===== config.mk =====
export PLATFORM = sky130hd
export DESIGN_NAME = updown_decade_seq
export DESIGN_NICKNAME = d
export VERILOG_FILES = /design/src/rtl/updown_decade_pkg.sv /design/src/rtl/updown_step_router.sv /design/src/rtl/updown_decade_core.sv /design/src/rtl/updown_dir_flag.sv /design/src/rtl/updown_decade_seq.sv
export SDC_FILE = /design/constraint.sdc
export NUM_CORES = 1
export LEC_CHECK = 0
export ABC_AREA = 1
export BUFFER_PORTS_ARGS = -buffer_cell sky130_fd_sc_hd__clkbuf_2
export CAP_MARGIN = 20
export CORE_AREA = 4 4 41 43
export CTS_BUF_LIST = sky130_fd_sc_hd__clkbuf_8
export CTS_CLUSTER_DIAMETER = 30
export DETAILED_ROUTE_END_ITERATION = 8
export DIE_AREA = 0 0 45 47
export GPL_TIMING_DRIVEN = 0
export PLACE_DENSITY = 0.72
export SETUP_SLACK_MARGIN = 0.15
export SKIP_LAST_GASP = 1
export SYNTH_ARGS = -nofsm -noshare
export SYNTH_HDL_FRONTEND = slang
export SYNTH_HIERARCHICAL = 1
export SYNTH_SLANG_ARGS = --single-unit

===== constraint.sdc =====
create_clock -name clk -period 2.5 [get_ports clk]
set_input_delay 0.25 -clock clk [delete_from_list [all_inputs] [get_ports clk]]
set_output_delay 0.25 -clock clk [all_outputs]
set_load 0.01 [all_outputs]

===== src/rtl/updown_decade_pkg.sv =====
package updown_decade_pkg;

    localparam int unsigned CNT_W    = 4;
    localparam int unsigned TOP_VAL  = 9;
    localparam int unsigned LOAD_VAL = 8;
    localparam int unsigned STOP_VAL = 1;

    typedef enum logic {
        DIR_UP   = 1'b0,
        DIR_DOWN = 1'b1
    } dir_e;

    typedef struct packed {
        logic inc;
        logic dec;
    } step_t;

    function automatic logic at_value(input logic [CNT_W-1:0] q, input int unsigned v);
        return q == CNT_W'(v);
    endfunction

endpackage


===== src/rtl/updown_step_router.sv =====
module updown_step_router
    import updown_decade_pkg::*;
(
    input  logic  tick,
    input  logic  block,
    input  dir_e  dir,
    output step_t steps
);
    logic pass;

    always_comb begin
        pass      = tick && !block;
        steps.inc = pass && (dir == DIR_UP);
        steps.dec = pass && (dir == DIR_DOWN);
    end
endmodule


===== src/rtl/updown_decade_core.sv =====
module updown_decade_core
    import updown_decade_pkg::*;
#(
    parameter int unsigned CW    = CNT_W,
    parameter int unsigned TOP   = TOP_VAL,
    parameter int unsigned PLOAD = LOAD_VAL
) (
    input  logic          clk,
    input  logic          rst,
    input  logic          clr,
    input  step_t         steps,
    input  logic          load_n,
    input  dir_e          dir,
    output logic [CW-1:0] q,
    output logic          up_tc_n,
    output logic          dn_tc_n
);
    localparam logic [CW-1:0] TOP_Q  = CW'(TOP);
    localparam logic [CW-1:0] LOAD_Q = CW'(PLOAD);
    localparam logic [CW-1:0] ONE_Q  = CW'(1);

    logic any_step;
    assign any_step = steps.inc || steps.dec;

    always_ff @(posedge clk) begin
        if (rst || clr) begin
            q <= '0;
        end else if (any_step) begin
            if (!load_n)
                q <= LOAD_Q;
            else if (steps.inc)
                q <= (q == TOP_Q) ? '0 : q + ONE_Q;
            else
                q <= (q == '0) ? TOP_Q : q - ONE_Q;
        end
    end

    always_comb begin
        up_tc_n = !((q == TOP_Q) && (dir == DIR_UP));
        dn_tc_n = !((q == '0) && (dir == DIR_DOWN));
    end

    // decade range
    assert_in_range_R9: assert property (@(posedge clk) disable iff (rst)
        q <= TOP_Q);

    // increment by one
    assert_inc_one_R2: assert property (@(posedge clk) disable iff (rst)
        (steps.inc && load_n && !clr && q != TOP_Q) |=> q == $past(q) + ONE_Q);

    // load of eight at terminal count
    assert_load_eight_R4: assert property (@(posedge clk) disable iff (rst)
        (steps.inc && !load_n && !clr) |=> q == LOAD_Q);
endmodule


===== src/rtl/updown_dir_flag.sv =====
module updown_dir_flag
    import updown_decade_pkg::*;
(
    input  logic clk,
    input  logic rst,
    input  logic clr,
    input  logic step,
    input  logic load_n,
    output dir_e dir
);
    always_ff @(posedge clk) begin
        if (rst || clr)
            dir <= DIR_UP;
        else if (step && !load_n)
            dir <= (dir == DIR_UP) ? DIR_DOWN : DIR_UP;
    end

    // direction flips with the load
    assert_flip_on_load_R4: assert property (@(posedge clk) disable iff (rst)
        (step && !load_n && !clr) |=> dir != $past(dir));

    // re-arm forces upward
    assert_rearm_up_R7: assert property (@(posedge clk) disable iff (rst)
        clr |=> dir == DIR_UP);
endmodule


===== src/rtl/updown_decade_seq.sv =====
module updown_decade_seq
    import updown_decade_pkg::*;
#(
    parameter int unsigned CW    = CNT_W,
    parameter int unsigned TOP   = TOP_VAL,
    parameter int unsigned PLOAD = LOAD_VAL,
    parameter int unsigned STOP  = STOP_VAL
) (
    input  logic          clk,
    input  logic          rst,
    input  logic          start,
    input  logic          tick,
    output logic [CW-1:0] count,
    output logic          dir_down,
    output logic          up_tc_n,
    output logic          dn_tc_n,
    output logic          done
);
    localparam logic [CW-1:0] STOP_Q = CW'(STOP);

    dir_e          dir;
    step_t         steps;
    logic          load_n;
    logic          halted;
    logic [CW-1:0] q;

    assign halted   = (dir == DIR_DOWN) && (q == STOP_Q);
    assign load_n   = up_tc_n && dn_tc_n;
    assign count    = q;
    assign dir_down = (dir == DIR_DOWN);
    assign done     = halted;

    updown_step_router i_router (
        .tick  (tick),
        .block (halted || start),
        .dir   (dir),
        .steps (steps)
    );

    updown_decade_core #(.CW(CW), .TOP(TOP), .PLOAD(PLOAD)) i_core (
        .clk     (clk),
        .rst     (rst),
        .clr     (start),
        .steps   (steps),
        .load_n  (load_n),
        .dir     (dir),
        .q       (q),
        .up_tc_n (up_tc_n),
        .dn_tc_n (dn_tc_n)
    );

    updown_dir_flag i_dir (
        .clk    (clk),
        .rst    (rst),
        .clr    (start),
        .step   (steps.inc || steps.dec),
        .load_n (load_n),
        .dir    (dir)
    );

    // halt freezes the state
    assert_halt_hold_R6: assert property (@(posedge clk) disable iff (rst)
        (done && !start) |=> (done && $stable(count)));

    // start re-arms from zero
    assert_start_zero_R7: assert property (@(posedge clk) disable iff (rst)
        start |=> (count == '0 && !dir_down && !done));

    // idle cycles hold state
    assert_idle_hold_R8: assert property (@(posedge clk) disable iff (rst)
        (!tick && !start) |=> ($stable(count) && $stable(dir_down)));

    // decrement by one
    assert_dec_one_R5: assert property (@(posedge clk) disable iff (rst)
        (dir_down && tick && !done && !start && count != '0) |=> count == $past(count) - CW'(1));
endmodule


Word-level counts from Yosys, hierarchy flattened:

Cells that the tools add are included.

* flip-flop bits (word level): 5
* input bits: 4
* output and inout port bits: 8
* logic and storage cells: 28

* $add $sub $neg: 2
* equality and inequality tests: 2
* muxes and demuxes: 5
* bitwise logic cells: 1
* reductions and logical operators: 16

Operators with widths (count)
* 4-bit two-way mux: 4
* 1-bit logical AND: 8
* 4-bit by 1-bit adder with 4-bit output, second input constant: 1
* 4-bit by 1-bit == test with 1-bit output, second input constant: 1
* 4-bit == test, second input constant: 1
* 1-bit logical NOT: 4
* 4-bit logical NOT: 1
* 4-bit by 1-bit subtractor with 4-bit output, second input constant: 1
* 1-bit logical OR: 3
* 1-bit two-way mux: 1
* 1-bit NOT: 1

Logic depth before layout (Yosys ltp):

* depth after elaboration: 8
* mapped depth: 13
* mapped depth without buffers: 12

Hierarchy:

Netlist, hierarchy kept.

Modules (own cells, without submodules)
* updown_decade_core: instances 1, cells an instance 63, area each 404.1 µm², sequential area each 80.1 µm²
* updown_decade_seq: instances 1, cells an instance 10, area each 51.3 µm², sequential area each 0.0 µm²
* updown_dir_flag: instances 1, cells an instance 7, area each 50.0 µm², sequential area each 20.0 µm²
* updown_step_router: instances 1, cells an instance 5, area each 18.8 µm², sequential area each 0.0 µm²

Worst setup path after synthesis:

OpenSTA, ideal clock, no wires.

* path type: flip-flop to flip-flop
* start: register i_core.q[1]
* end: register i_core.q[0]
* library setup time: 0.070 ns
* data arrival time: 1.520 ns
* required time: 2.430 ns
* path slack: 0.910 ns
* cell stages (with the launch flop): 11
* path buffers: 0
* period minus slack after synthesis: 1.590 ns
* cells stage by stage: dfxtp_1 inv_1 ha_1 nand3_2 or2_1 nand2_1 inv_1 inv_1 nor2_4 nand3_1 a21oi_1

* elaborated cells on any way between the ends: 19
* those cells by class: eq/ne (2); mux (4); reduce/logical (13)

RTL lines
* start, declared: RTL line updown_decade_core.sv:14 `output logic [CW-1:0] q,`
* start signal, assigned: RTL line updown_decade_core.sv:32 `q <= (q == TOP_Q) ? '0 : q + ONE_Q;`
* start signal, assigned: RTL line updown_decade_core.sv:34 `q <= (q == '0) ? TOP_Q : q - ONE_Q;`
* 4-bit == test: RTL line updown_decade_core.sv:39 `up_tc_n = !((q == TOP_Q) && (dir == DIR_UP));`
* 1-bit logical AND: RTL line updown_decade_core.sv:39
* 1-bit logical NOT: RTL line updown_decade_core.sv:39
* named net up_tc_n: RTL line updown_decade_seq.sv:15 `output logic up_tc_n,`
* 1-bit logical AND: RTL line updown_decade_seq.sv:28 `assign load_n = up_tc_n && dn_tc_n;`
* named net load_n: RTL line updown_decade_seq.sv:23 `logic load_n;`
* 4-bit two-way mux: RTL line updown_decade_core.sv:29 `if (!load_n)`

The timed path passes the listed nets, and every way through them passes these cells.
A chain may end at the register's enable or synchronous reset.

Worst setup path in the final report:

* start: register i_core.q[1]
* end: output port up_tc_n

* longest elaborated chain between the ends: 3

RTL lines (RTL line)
* 4-bit == test: updown_decade_core.sv:39
* 1-bit logical AND: updown_decade_core.sv:39
* 1-bit logical NOT: updown_decade_core.sv:39
* end, declared: updown_decade_seq.sv:15

Every way passes these cells.

==> results.cfg <==
[timing]
max_freq_ghz = 0.572
finalSetupViolCount = 0
maxSlewHeadroom = 0.787
post-route-period-util = 0.699
period_needed_ps = 1750
worst_pin_slew_ps = 319
setup_tns_ps = 0
slew_viol_final = 0
rsz0062_at_grt = no
skew_ps = 5.28
hold_viol = 0

[global_routing]
grt_usage = 0.135
antenna_found_initial = 0
use_met2 = 0.232
grt_use_met1 = 0.148
grt_pass1_wl_mm = 2.03
grt_pass1_vias = 481
overflow = 0
busiest_layer = met2
grt_max_degree = 10
met3_usage = 0.0460

[synth]
synth_seq_cells = 5
synthFlopType = dfxtp_1
yosys_warnings = 6
synth.avg_cell_area_um2 = 6.17
syn-num-nets = 93
ys_seq_area_frac = 0.191
async_flop_share = 0
synth_cell_types = 17
synth_area_um2 = 524
synth-edff-count = 0
synth_cells = 85

[clocking]
worstSkewPairLatency_ps = 230
postCtsHoldBufs = 0
cts.path.max_buffers = 2
numClockSinks = 5
clk_pin_slew_ps = 30
numCtsBuffers = 3
cts_htree_levels = 1
cts-root-buf = clkbuf_8
cts_setup_buffers = 0
cts_tree = yes
cts_resized = 0

[layout]
post-route-util = 0.494
fill_cells = 138
drive_gt1_frac = 0.260
layout_common_cells = nand2_1 (23), inv_1 (14), clkbuf_2 (11)
mostFrequentLayoutCell = nand2_1
fin_cells = 115
syn2layout_area_growth_pct = 22.7
antenna_cells = 0
nets = 109

[drt]
drt-total-wl_mm = 1.19
drt_iter0_drc = 2
drc_errors = 0
ant_nets = 0
vias_per_cell = 5.02
drt-wirelength-per-cell_um = 10.4
dr.pass1.iters = 5
num_vias = 577

[worst_setup_path]
crit_chain = inv_1 > ha_1 > nand3_2 > or2_1 > clkbuf_2
start_kind = flop
regToRegSetupSlack_ps = 800
worst_path_largest_cell_delay_ps = 380
path_class = reg2out
cpMaxStageDelayCell = dfxtp_1
cp_max_fo = 7
critPathArrivalTime_ps = 1500
cp-end-kind = output port
crit_required_ps = 2250

[die]
core_um2 = 1300
die_area_um2 = 2120
num_rows = 13
ios = 12
start_util = 0.403
die_h_um = 47
die_w_um = 45

[power_and_ir_drop]
leakage_uw = 0.000345
pwr_density_cell_nw_per_um2 = 424
finalPower_uw = 273
ir_drop_mv = 0.293

[placement]
hpwlAfterDp_um = 906
dp.cells = 111
port_buffers = 11
routabilityCongestion = 0.837

[hold_path]
hold_path.class = in2reg

[run]
drv_cap = 0

[status]
status = completed
## where the power goes
part | total [µW] | switching, µW | leakage (µW) | internal [µW]
combinational | 37.2 | 21.9 | 0.000278 | 15.3
sequential | 85.2 | 3.39 | 0.0000405 | 81.8
clock | 150 | 44.8 | 0.0000269 | 106
## layer usage
metal / vias up / part of all wire
li1: 296 / -
met1: 260 / 0.41
met2: 19 / 0.52
met3: 2 / 0.055
met4: 0 / 0.018
met5: - / 0
## area by class of cell
| type | instances | area (µm²) | area share |
|---|---|---|---|
| plain buffers | 2 | 18.8 | 0.0292 |
| clock buffers | 3 | 41.3 | 0.0642 |
| clock inverters | 1 | 3.75 | 0.00584 |
| inverters | 14 | 52.6 | 0.0817 |
| multi-input cells | 64 | 353 | 0.549 |
| flip-flops and latches | 5 | 100 | 0.156 |
| well taps | 15 | 18.8 | 0.0292 |
| repair buffers | 11 | 55.1 | 0.0856 |
## critical path: cells and delay by family, from the launching register on
family | cells | cell delay, ps
adder cells (fa/ha/maj) | 1 | 190
flip-flops | 1 | 380
AND/OR/NAND/NOR | 2 | 390
buffers and inverters | 2 | 310
## synth_stat cells (2+ instances only)
cell	count	area, µm²
a21oi_1	7	35.0
dfxtp_1	5	100
ha_1	4	50.1
inv_1	13	48.8
nand2_1	23	86.3
nand3_1	8	40.0
nand3_2	3	30.0
nand4_1	3	18.8
nor2_1	7	26.3
nor2_2	3	18.8
nor2_4	2	22.5
or2_1	2	12.5
## cell families (layout without fill, tap and decap cells)
logic type,count (synthesis),after routing,synth area share
adders and majority gates,4,4,0.0955
DFF,5,5,0.191
buffers and inverters,16,31,0.136
AOI/OAI and AO/OA,7,7,0.0668
and+or+nand+nor,53,53,0.511
## state kept, by name, summed over array words and instances (netlist names)
register and flops:
i_dir/dir 1, i_core/q 4
## stage by stage
| stage | setup slack (ps) | instance area [µm²] | hold slack (ps) |
|---|---|---|---|
| global placement | 827 | 598 | 509 |
| floorplan | 910 | 524 | 395 |
| finish | 753 | 643 | 283 |
| global route | 571 | 643 | 309 |
| CTS | 758 | 643 | 283 |
| detailed placement | 818 | 598 | 519 |
## worst paths after layout
path / start / endpoint / cells past startpoint
hold / removal: rst / i_dir/dir / 4
hold reg to reg: i_core/q[1] / i_core/q[1] / 2
setup / recovery: i_core/q[1] / up_tc_n / 5
setup reg to reg: i_core/q[1] / i_core/q[2] / 10
Note: power is estimated with default switching activity, not from simulation.
